--- src/rtl/pario_pkg.sv ---
// Package: shared build-time choices and register offsets for the parallel port.
// Assumes the bus carries word offsets only; the offset order is decoded by pario_regs.
package pario_pkg;

    // Which pin directions a port instance supports.
    typedef enum logic [1:0] {
        PM_IN    = 2'd0,
        PM_OUT   = 2'd1,
        PM_BIDIR = 2'd2
    } port_mode_e;

    // Which input transitions are recorded in the capture register.
    typedef enum logic [1:0] {
        EK_RISE = 2'd0,
        EK_FALL = 2'd1,
        EK_ANY  = 2'd2
    } edge_kind_e;

    // Word offsets of the four registers.
    typedef enum logic [1:0] {
        RS_DATA = 2'd0,
        RS_DIR  = 2'd1,
        RS_MASK = 2'd2,
        RS_CAP  = 2'd3
    } reg_sel_e;

    localparam int BUS_W = 32;

endpackage

--- src/rtl/pario_sync.sv ---
// Module: multi-stage synchroniser for asynchronous port inputs.
// Assumes each bit is sampled on its own; multi-bit coherence is not guaranteed.
module pario_sync #(
    parameter int WIDTH  = 8,
    parameter int STAGES = 2
) (
    input  logic             clk,
    input  logic             rst_n,
    input  logic [WIDTH-1:0] async_in,
    output logic [WIDTH-1:0] sync_out
);

    logic [STAGES-1:0][WIDTH-1:0] stage_q;

    // Shift the raw pins through the stage chain.
    always_ff @(posedge clk) begin
        if (!rst_n) begin
            stage_q <= '0;
        end else begin
            stage_q[0] <= async_in;
            for (int s = 1; s < STAGES; s++) begin
                stage_q[s] <= stage_q[s-1];
            end
        end
    end

    assign sync_out = stage_q[STAGES-1];

endmodule

--- src/rtl/pario_edge.sv ---
// Module: edge detector and sticky capture register.
// Assumes cur_in is already synchronous; the edge kind is fixed at build time.
// A clear from the bus loses to an edge in the same cycle.
module pario_edge
    import pario_pkg::*;
#(
    parameter int         WIDTH = 8,
    parameter edge_kind_e EDGE  = EK_RISE
) (
    input  logic             clk,
    input  logic             rst_n,
    input  logic [WIDTH-1:0] cur_in,
    input  logic [WIDTH-1:0] clr_bits,
    output logic [WIDTH-1:0] cap_bits
);

    logic [WIDTH-1:0] prev_q;
    logic [WIDTH-1:0] edge_hit;
    logic [WIDTH-1:0] cap_q;

    // Remember the previous synchronised sample.
    always_ff @(posedge clk) begin
        if (!rst_n) prev_q <= '0;
        else        prev_q <= cur_in;
    end

    // Pick the transition detector that matches the edge kind.
    generate
        case (EDGE)
            EK_RISE: begin : g_rise
                assign edge_hit = cur_in & ~prev_q;
            end
            EK_FALL: begin : g_fall
                assign edge_hit = ~cur_in & prev_q;
            end
            default: begin : g_any
                assign edge_hit = cur_in ^ prev_q;
            end
        endcase
    endgenerate

    // Clear the requested bits, then let new edges set bits again.
    always_ff @(posedge clk) begin
        if (!rst_n) cap_q <= '0;
        else        cap_q <= (cap_q & ~clr_bits) | edge_hit;
    end

    assign cap_bits = cap_q;

    // every detected edge is present in the capture register one cycle later.
    a_r9_edge_kept: assert property (@(posedge clk) disable iff (!rst_n)
        (edge_hit != '0) |=> ((cap_q & $past(edge_hit)) == $past(edge_hit)));

    // a capture bit only becomes set because an edge was seen.
    a_r9_no_spurious_set: assert property (@(posedge clk) disable iff (!rst_n)
        1'b1 |=> ((cap_q & ~$past(cap_q) & ~$past(edge_hit)) == '0));

endmodule

--- src/rtl/pario_regs.sv ---
// Module: register decode, output latch, direction, mask, read mux and interrupt.
// Assumes one bus access per cycle and WIDTH no larger than the bus width.
// Storage exists only for the features that the port mode provides.
module pario_regs
    import pario_pkg::*;
#(
    parameter int         WIDTH = 8,
    parameter port_mode_e MODE  = PM_BIDIR
) (
    input  logic             clk,
    input  logic             rst_n,
    input  logic [1:0]       bus_addr,
    input  logic             bus_wr_en,
    input  logic [BUS_W-1:0] bus_wdata,
    input  logic             bus_rd_en,
    output logic [BUS_W-1:0] bus_rdata,
    output logic             bus_rvalid,
    input  logic [WIDTH-1:0] in_sync,
    input  logic [WIDTH-1:0] cap_bits,
    output logic [WIDTH-1:0] clr_bits,
    output logic [WIDTH-1:0] out_bits,
    output logic [WIDTH-1:0] oe_bits,
    output logic             irq
);

    localparam bit HAS_OUT = (MODE != PM_IN);
    localparam bit HAS_IN  = (MODE != PM_OUT);
    localparam bit HAS_DIR = (MODE == PM_BIDIR);

    reg_sel_e         sel;
    logic             wr_data, wr_dir, wr_mask, wr_cap;
    logic [WIDTH-1:0] wr_bits;
    logic [WIDTH-1:0] mask_q;
    logic [WIDTH-1:0] dir_view;
    logic [WIDTH-1:0] data_view;
    logic [WIDTH-1:0] rd_sel;
    logic [BUS_W-1:0] rd_word;
    logic [BUS_W-1:0] rdata_q;
    logic             rvalid_q;

    // Decode the offset into one write enable per register.
    always_comb begin
        sel     = reg_sel_e'(bus_addr);
        wr_bits = bus_wdata[WIDTH-1:0];
        wr_data = bus_wr_en && (sel == RS_DATA);
        wr_dir  = bus_wr_en && (sel == RS_DIR);
        wr_mask = bus_wr_en && (sel == RS_MASK);
        wr_cap  = bus_wr_en && (sel == RS_CAP);
    end

    // Output latch only where the port can drive pins.
    generate
        if (HAS_OUT) begin : g_out
            logic [WIDTH-1:0] out_q;

            // Capture written data for the pin drivers.
            always_ff @(posedge clk) begin
                if (!rst_n)       out_q <= '0;
                else if (wr_data) out_q <= wr_bits;
            end

            assign out_bits = out_q;

            // the pins show the written value one cycle after the write.
            a_r3_out_follows_write: assert property (@(posedge clk) disable iff (!rst_n)
                wr_data |=> (out_bits == $past(wr_bits)));
        end else begin : g_no_out
            assign out_bits = '0;
        end
    endgenerate

    // Direction storage only for bidirectional ports; fixed enables otherwise.
    generate
        if (HAS_DIR) begin : g_dir
            logic [WIDTH-1:0] dir_q;

            // Hold the per-pin driver enables written by software.
            always_ff @(posedge clk) begin
                if (!rst_n)      dir_q <= '0;
                else if (wr_dir) dir_q <= wr_bits;
            end

            assign dir_view = dir_q;
            assign oe_bits  = dir_q;

            // the driver enables change only through a direction write.
            a_r5_oe_from_dir: assert property (@(posedge clk) disable iff (!rst_n)
                wr_dir |=> (oe_bits == $past(wr_bits)));
            a_r5_oe_stable: assert property (@(posedge clk) disable iff (!rst_n)
                !wr_dir |=> $stable(oe_bits));
        end else begin : g_fixed_dir
            assign dir_view = '0;
            assign oe_bits  = HAS_OUT ? {WIDTH{1'b1}} : {WIDTH{1'b0}};
        end
    endgenerate

    // The data read path shows the pins, never the output latch.
    generate
        if (HAS_IN) begin : g_in_view
            assign data_view = in_sync;
        end else begin : g_no_in_view
            assign data_view = '0;
        end
    endgenerate

    // Keep the interrupt mask written by software.
    always_ff @(posedge clk) begin
        if (!rst_n)       mask_q <= '0;
        else if (wr_mask) mask_q <= wr_bits;
    end

    // Bits written as 1 to the capture offset are cleared.
    assign clr_bits = wr_cap ? wr_bits : '0;

    // Select the addressed register and zero-extend it to the bus width.
    always_comb begin
        case (sel)
            RS_DATA: rd_sel = data_view;
            RS_DIR:  rd_sel = dir_view;
            RS_MASK: rd_sel = mask_q;
            default: rd_sel = cap_bits;
        endcase
        rd_word            = '0;
        rd_word[WIDTH-1:0] = rd_sel;
    end

    // Register read data and its valid flag one cycle after the strobe.
    always_ff @(posedge clk) begin
        if (!rst_n) begin
            rdata_q  <= '0;
            rvalid_q <= 1'b0;
        end else begin
            rvalid_q <= bus_rd_en;
            if (bus_rd_en) rdata_q <= rd_word;
        end
    end

    assign bus_rdata  = rdata_q;
    assign bus_rvalid = rvalid_q;
    assign irq        = |(cap_bits & mask_q);

    // every read strobe is answered in the next cycle.
    a_r1_read_answered: assert property (@(posedge clk) disable iff (!rst_n)
        bus_rd_en |=> bus_rvalid);

    // without a capture clear or mask write, an asserted interrupt persists.
    a_r10_irq_held: assert property (@(posedge clk) disable iff (!rst_n)
        (irq && !wr_cap && !wr_mask) |=> irq);

endmodule

--- src/rtl/parallel_io_port.sv ---
// Module: top of the parallel I/O port.
// Joins the synchroniser, edge capture and register bank for the chosen mode.
// Assumes the tristate pad sits outside this block: pin_out and pin_oe feed it.
module parallel_io_port
    import pario_pkg::*;
#(
    parameter int         WIDTH = 8,
    parameter port_mode_e MODE  = PM_BIDIR,
    parameter edge_kind_e EDGE  = EK_RISE
) (
    input  logic             clk,
    input  logic             rst_n,
    input  logic [1:0]       bus_addr,
    input  logic             bus_wr_en,
    input  logic [31:0]      bus_wdata,
    input  logic             bus_rd_en,
    output logic [31:0]      bus_rdata,
    output logic             bus_rvalid,
    input  logic [WIDTH-1:0] pin_in,
    output logic [WIDTH-1:0] pin_out,
    output logic [WIDTH-1:0] pin_oe,
    output logic             irq
);

    localparam bit HAS_IN = (MODE != PM_OUT);

    logic [WIDTH-1:0] in_sync;
    logic [WIDTH-1:0] cap_bits;
    logic [WIDTH-1:0] clr_bits;

    // Reject a width that the bus cannot carry.
    generate
        if (WIDTH < 1 || WIDTH > BUS_W) begin : g_bad_width
            $error("parallel_io_port: WIDTH must lie in 1..32");
        end
    endgenerate

    // Input-side logic exists only where the port has inputs.
    generate
        if (HAS_IN) begin : g_inputs
            pario_sync #(
                .WIDTH  (WIDTH),
                .STAGES (2)
            ) u_sync (
                .clk      (clk),
                .rst_n    (rst_n),
                .async_in (pin_in),
                .sync_out (in_sync)
            );

            pario_edge #(
                .WIDTH (WIDTH),
                .EDGE  (EDGE)
            ) u_edge (
                .clk      (clk),
                .rst_n    (rst_n),
                .cur_in   (in_sync),
                .clr_bits (clr_bits),
                .cap_bits (cap_bits)
            );
        end else begin : g_no_inputs
            assign in_sync  = '0;
            assign cap_bits = '0;
        end
    endgenerate

    pario_regs #(
        .WIDTH (WIDTH),
        .MODE  (MODE)
    ) u_regs (
        .clk        (clk),
        .rst_n      (rst_n),
        .bus_addr   (bus_addr),
        .bus_wr_en  (bus_wr_en),
        .bus_wdata  (bus_wdata),
        .bus_rd_en  (bus_rd_en),
        .bus_rdata  (bus_rdata),
        .bus_rvalid (bus_rvalid),
        .in_sync    (in_sync),
        .cap_bits   (cap_bits),
        .clr_bits   (clr_bits),
        .out_bits   (pin_out),
        .oe_bits    (pin_oe),
        .irq        (irq)
    );

endmodule

--- config.mk ---
export PLATFORM = sky130hd
export DESIGN_NAME = parallel_io_port
export DESIGN_NICKNAME = d
export VERILOG_FILES = /design/src/rtl/pario_pkg.sv /design/src/rtl/pario_sync.sv /design/src/rtl/pario_edge.sv /design/src/rtl/pario_regs.sv /design/src/rtl/parallel_io_port.sv
export SDC_FILE = /design/constraint.sdc
export NUM_CORES = 1
export LEC_CHECK = 0
export BUFFER_PORTS_ARGS = -buffer_cell sky130_fd_sc_hd__buf_2
export CAP_MARGIN = 20
export CORE_MARGIN = 2
export CORE_UTILIZATION = 40
export CTS_BUF_LIST = sky130_fd_sc_hd__clkbuf_4
export DETAILED_ROUTE_END_ITERATION = 16
export GPL_TIMING_DRIVEN = 0
export PLACE_DENSITY = 0.69
export SLEW_MARGIN = 15
export SYNTH_ARGS = -nofsm -noshare
export SYNTH_HDL_FRONTEND = slang
export SYNTH_HIERARCHICAL = 1
export SYNTH_SLANG_ARGS = --single-unit
--- constraint.sdc ---
create_clock -name clk -period 0.9 [get_ports clk]
set_input_delay 0.18 -clock clk [delete_from_list [all_inputs] [get_ports clk]]
set_output_delay 0.18 -clock clk [all_outputs]
set_load 0.1 [all_outputs]
* After elaboration in Yosys (flattened, before gate mapping) *
Cells that the tools add are included.

storage, ports and cells
  bits in registers = 65
  latch bits = 0
  bits in writable memories = 0
  memory bits (read-only) = 0
  bits of input ports = 46
  output and inout bits = 50
  logic and storage cells = 26
  memories = 0

cells by class
  $add $sub $neg = 0
  multipliers = 0
  divide/modulo/power cells = 0
  $lt $le $gt $ge = 0
  equal/unequal tests = 3
  shift operators = 0
  multiplexer cells = 2
  bitwise logic cells = 6
  reductions and logical operators = 6

operator list
  cell                                                 count
  AND 8 bit                                            3
  case mux 8 bit (3 select lines)                      1
  NOT 8 bit                                            2
  two-way mux 8 bit                                    1
  OR 8 bit                                             1
  OR reduction 8 bit                                   1
  equality test 2 bit, second input constant           2
  logical AND 1 bit                                    4
  equality test 2 x 1 -> 1 bit, second input constant  1
  zero test 2 bit                                      1

* Depth between registers and ports, before layout *
  depth in word-level cells = 6
  gate-level depth with buffers = 5
  mapped depth without buffers = 4

* Hierarchy *
Netlist, hierarchy kept.

by module, submodules not included
  module      times used  cells each  area each (um2)  sequential area each (um2)
  pario_regs  1           168         1730.4           660.6
  pario_edge  1           49          549.3            320.3
  pario_sync  1           41          506.7            320.3

* Worst setup path after synthesis *
Ideal clock, no wire load.

  path kind = register to output
  start point = reg g_inputs.u_edge.cap_q[3], in the netlist g_inputs.u_edge/cap_bits[3]
  end point = out irq
  data arrival time = 1397 ps
  required time = 720 ps
  setup slack = -677 ps
  cell stages (with the launch flop) = 3
  path buffers = 0
  path through = dfxtp_1 -> a22oi_1 -> nand4_1

between the ends
  word-level cells in the longest chain between the ends = 2

ends and longest elaborated chain
  what                    line                    text
  start, declared         pario_edge.sv:19        logic [WIDTH-1:0] cap_q;
  start signal, assigned  pario_edge.sv:45        else cap_q <= (cap_q & ~clr_bits) | edge_hit;
  AND 8 bit               pario_regs.sv:140       assign irq = |(cap_bits & mask_q);
  OR reduction 8 bit      pario_regs.sv:140
  end, declared           parallel_io_port.sv:22  output logic irq

No other way between the ends.

* Worst setup path in the final report *
Ends and elaborated chain as after synthesis.

==> flow_metrics.env <==
export IMPL_routedWlPerCell_um=13.7
export IMPL_pin_count=96
export IMPL_dp_hpwl_um=3990
export IMPL_clk_pin_slew_worst_paths_ns=0.11
export IMPL_synth_cells=258
export IMPL_initial_core_util_pct=41.2
export IMPL_hold_class="primary input to flop"
export IMPL_area_growth_pct=46.2
export IMPL_critPathKind="flop to output pin"
export IMPL_antenna_found_initial=0
export IMPL_die_area_mm2=0.00765
export IMPL_rsz0062_at_grt="yes"
export IMPL_cp_data_arrival_time_ns=1.36
export IMPL_cts_max_path_buffers=2
export IMPL_setup_violations=26
export IMPL_core_area_mm2=0.00676
export IMPL_nNetsFinal=404
export IMPL_crit_path_start_kind="flop"
export IMPL_power_density_mw_per_mm2=1650
export IMPL_numCtsBuffers=9
export IMPL_yosys_warnings=6
export IMPL_cts_sinks=65
export IMPL_fin_crit_sh_pct=171
export IMPL_status="finished with violations"
export IMPL_finalWorstSetupSlack_ns=-0.636
export IMPL_clk_latency_ns=0.41
export IMPL_end_kind="output pin"
export IMPL_worst_path_buf_inv=1
export IMPL_p_leak_nw=1.81
export IMPL_setup_tns_ns=-6.50
export IMPL_synth_area_per_cell_um2=10.8
export IMPL_grt_pass1_vias=1862
export IMPL_gr_usage_all_layers_pct=16.8
export IMPL_regArea_mm2=0.00138
export IMPL_die_h_um=87.5
export IMPL_htree_levels=3
export IMPL_cp_slowest_stage_delay_ns=0.36
export IMPL_detail_route_antenna_nets=0
export IMPL_drive_gt1_share_pct=46.3
export IMPL_fillers=553
export IMPL_fmax_mhz=651
export IMPL_slew_viol_final=0
export IMPL_totalWireLength_um=6080
export IMPL_first_pass_iters=4
export IMPL_cts_tree="yes"
export IMPL_hold_slack_ns=0.0665
export IMPL_utilization_pct=60.3
export IMPL_multi_input_area_mm2=0.00129
export IMPL_syn_cell_area_mm2=0.00279
export IMPL_cp_cell_sequence="a22oi_2 > nand4_1 > buf_8"
export IMPL_period_needed_ns=1.54
export IMPL_cap_violations=0
export IMPL_skew_ns=0.0130
export IMPL_critical_path_cell_count=3
export IMPL_hold_depth=3
export IMPL_root_buffer="clkbuf_4"
export IMPL_grt_max_degree=16
export IMPL_violations="setup timing"
export IMPL_overflow=0
export IMPL_worst_r2r_path_depth=3
export IMPL_portBuffers=47
export IMPL_cp_slowest_cell="dfxtp_1"
export IMPL_synth_seq_area_share_pct=46.7
export IMPL_cp_required_ns=0.72
export IMPL_yosys_cell_types_count=20
export IMPL_cp_max_fo=3
export IMPL_p_total_w=0.00671
export IMPL_cp_top_family="flip-flops"
export IMPL_routabilityCongestion=0.789
export IMPL_ir_drop_mv=1.11
export IMPL_antenna_cells=0
export IMPL_fp_dieW_um=87.5
export IMPL_yosys_register_bits=65
export IMPL_grt_pass1_wl_um=9460
export IMPL_via_per_inst=4.54
export IMPL_via_count=2011
export IMPL_hold_viol=0
export IMPL_rows=30
export IMPL_drc=0
export IMPL_drt_iter0_drc=88
-- layout by cell type (no fill, tap or decap) --
cell / n
mux2i_1: 40
buf_4: 38
dfxtp_1: 35
buf_12: 26
nor2b_1: 24
conb_1: 24
buf_2: 22
and2_1: 21
dfxtp_4: 16
nand2b_1: 14
dfxtp_2: 14
clkbuf_4: 13
and2_2: 12
nand3b_1: 11
buf_6: 10
dlygate4sd3_1: 8
o221ai_1: 8
a21boi_1: 6
a22oi_2: 4
clkbuf_2: 3
clkinv_1: 2
bufinv_16: 2
nand2b_4: 2
a21boi_2: 2
buf_8: 1
and3_4: 1
nand4_1: 1
clkbuf_1: 1
nand3_2: 1
nor3b_2: 1
-- flip-flops by register name (all words and copies together) (netlist names) --
name,flops
g_inputs.u_sync/sync_out,8
u_regs/bus_rvalid,1
u_regs/mask_q,8
u_regs/bus_rdata,8
u_regs/oe_bits,8
g_inputs.u_edge/prev_q,8
g_inputs.u_edge/cap_bits,8
u_regs/out_bits,8
g_inputs.u_sync/stage_q,8
-- tightest hold or removal path, stage by stage --
cell	delay, ns
buf_2	0.11
mux2i_1	0.07
nor2b_1	0.09
-- per-stage QoR --
| stage | std cells | instance area, µm² | setup slack, ns |
|---|---|---|---|
| floorplan | 281 | 2970 | -0.676 |
| CTS | 442 | 4030 | -0.658 |
| finish | 443 | 4070 | -0.636 |
| global placement | 408 | 3310 | -0.539 |
| detailed placement | 408 | 3310 | -0.575 |
| global route | 443 | 4070 | -0.692 |
-- cell type report --
| cell class | instances | share of cell area (%) |
|---|---|---|
| Buffer | 44 | 8.38 |
| Sequential cell | 65 | 33.8 |
| Timing Repair Buffer | 66 | 19.8 |
| Multi-Input combinational cell | 172 | 31.6 |
| Clock inverter | 4 | 1.66 |
| Tap cell | 80 | 2.46 |
| Clock buffer | 12 | 2.21 |
-- layer usage --
metal  GRT usage, %  vias up  wire [µm]
met1           19.8      911       2590
li1               -     1016          -
met5              0        -          0
met3           6.64       12        386
met4           7.27        0        156
met2           26.9       72       2950
-- kinds of logic after synthesis --
logic type             synth area share [%]
AND/OR/NAND/NOR                        21.0
AO/OA/AOI/OAI                          6.02
other                                 0.135
flip-flops                             46.7
buffers and inverters                  11.8
multiplexers                           14.4
-- what timing repair did --
item / 4_1_cts / 5_1_grt
endpoints found under the hold margin: 8 / 0
hold buffers: 8 / 0
buffers inserted: 10 / 1
endpoints found under the setup margin: 47 / 42
pin swaps: 3 / 7
resized for setup: 112 / 12
-- final timing paths --
check | start | endpoint | slack (ns)
setup / recovery | g_inputs.u_edge/cap_bits[3] | irq | -0.64
hold / removal | bus_wdata[0] | u_regs/oe_bits[0] | 0.07
setup reg to reg | u_regs/oe_bits[6] | u_regs/bus_rdata[6] | 0.03
hold reg to reg | g_inputs.u_sync/stage_q[2] | g_inputs.u_sync/sync_out[2] | 0.45
-- report_power, final --
part	switching, W	leakage, nW	internal, W	total [W]
clock	0.000983	0.0866	0.00121	0.00219
sequential	0.0000814	0.550	0.00296	0.00304
combinational	0.000977	1.18	0.000509	0.00149
total	0.00204	1.81	0.00467	0.00671
-- synthesized netlist by cell type --
library cell	n	area [µm²]
o221ai_1	8	70.1
and2_2	12	90.1
nor2b_1	24	150
and2_1	21	131
clkbuf_1	4	15.0
a21boi_1	6	45.0
nand3b_1	11	82.6
mux2i_1	40	400
and3_1	1	6.26
buf_4	33	248
buf_2	2	10.0
a22oi_1	4	30.0
nand4_1	1	6.26
nand3_1	1	5.00
dfxtp_1	65	1300
buf_6	5	56.3
conb_1	1	3.75
a21boi_2	2	22.5
nor3b_2	1	12.5
nand2b_1	16	100
(Power assumes the default switching activity.)
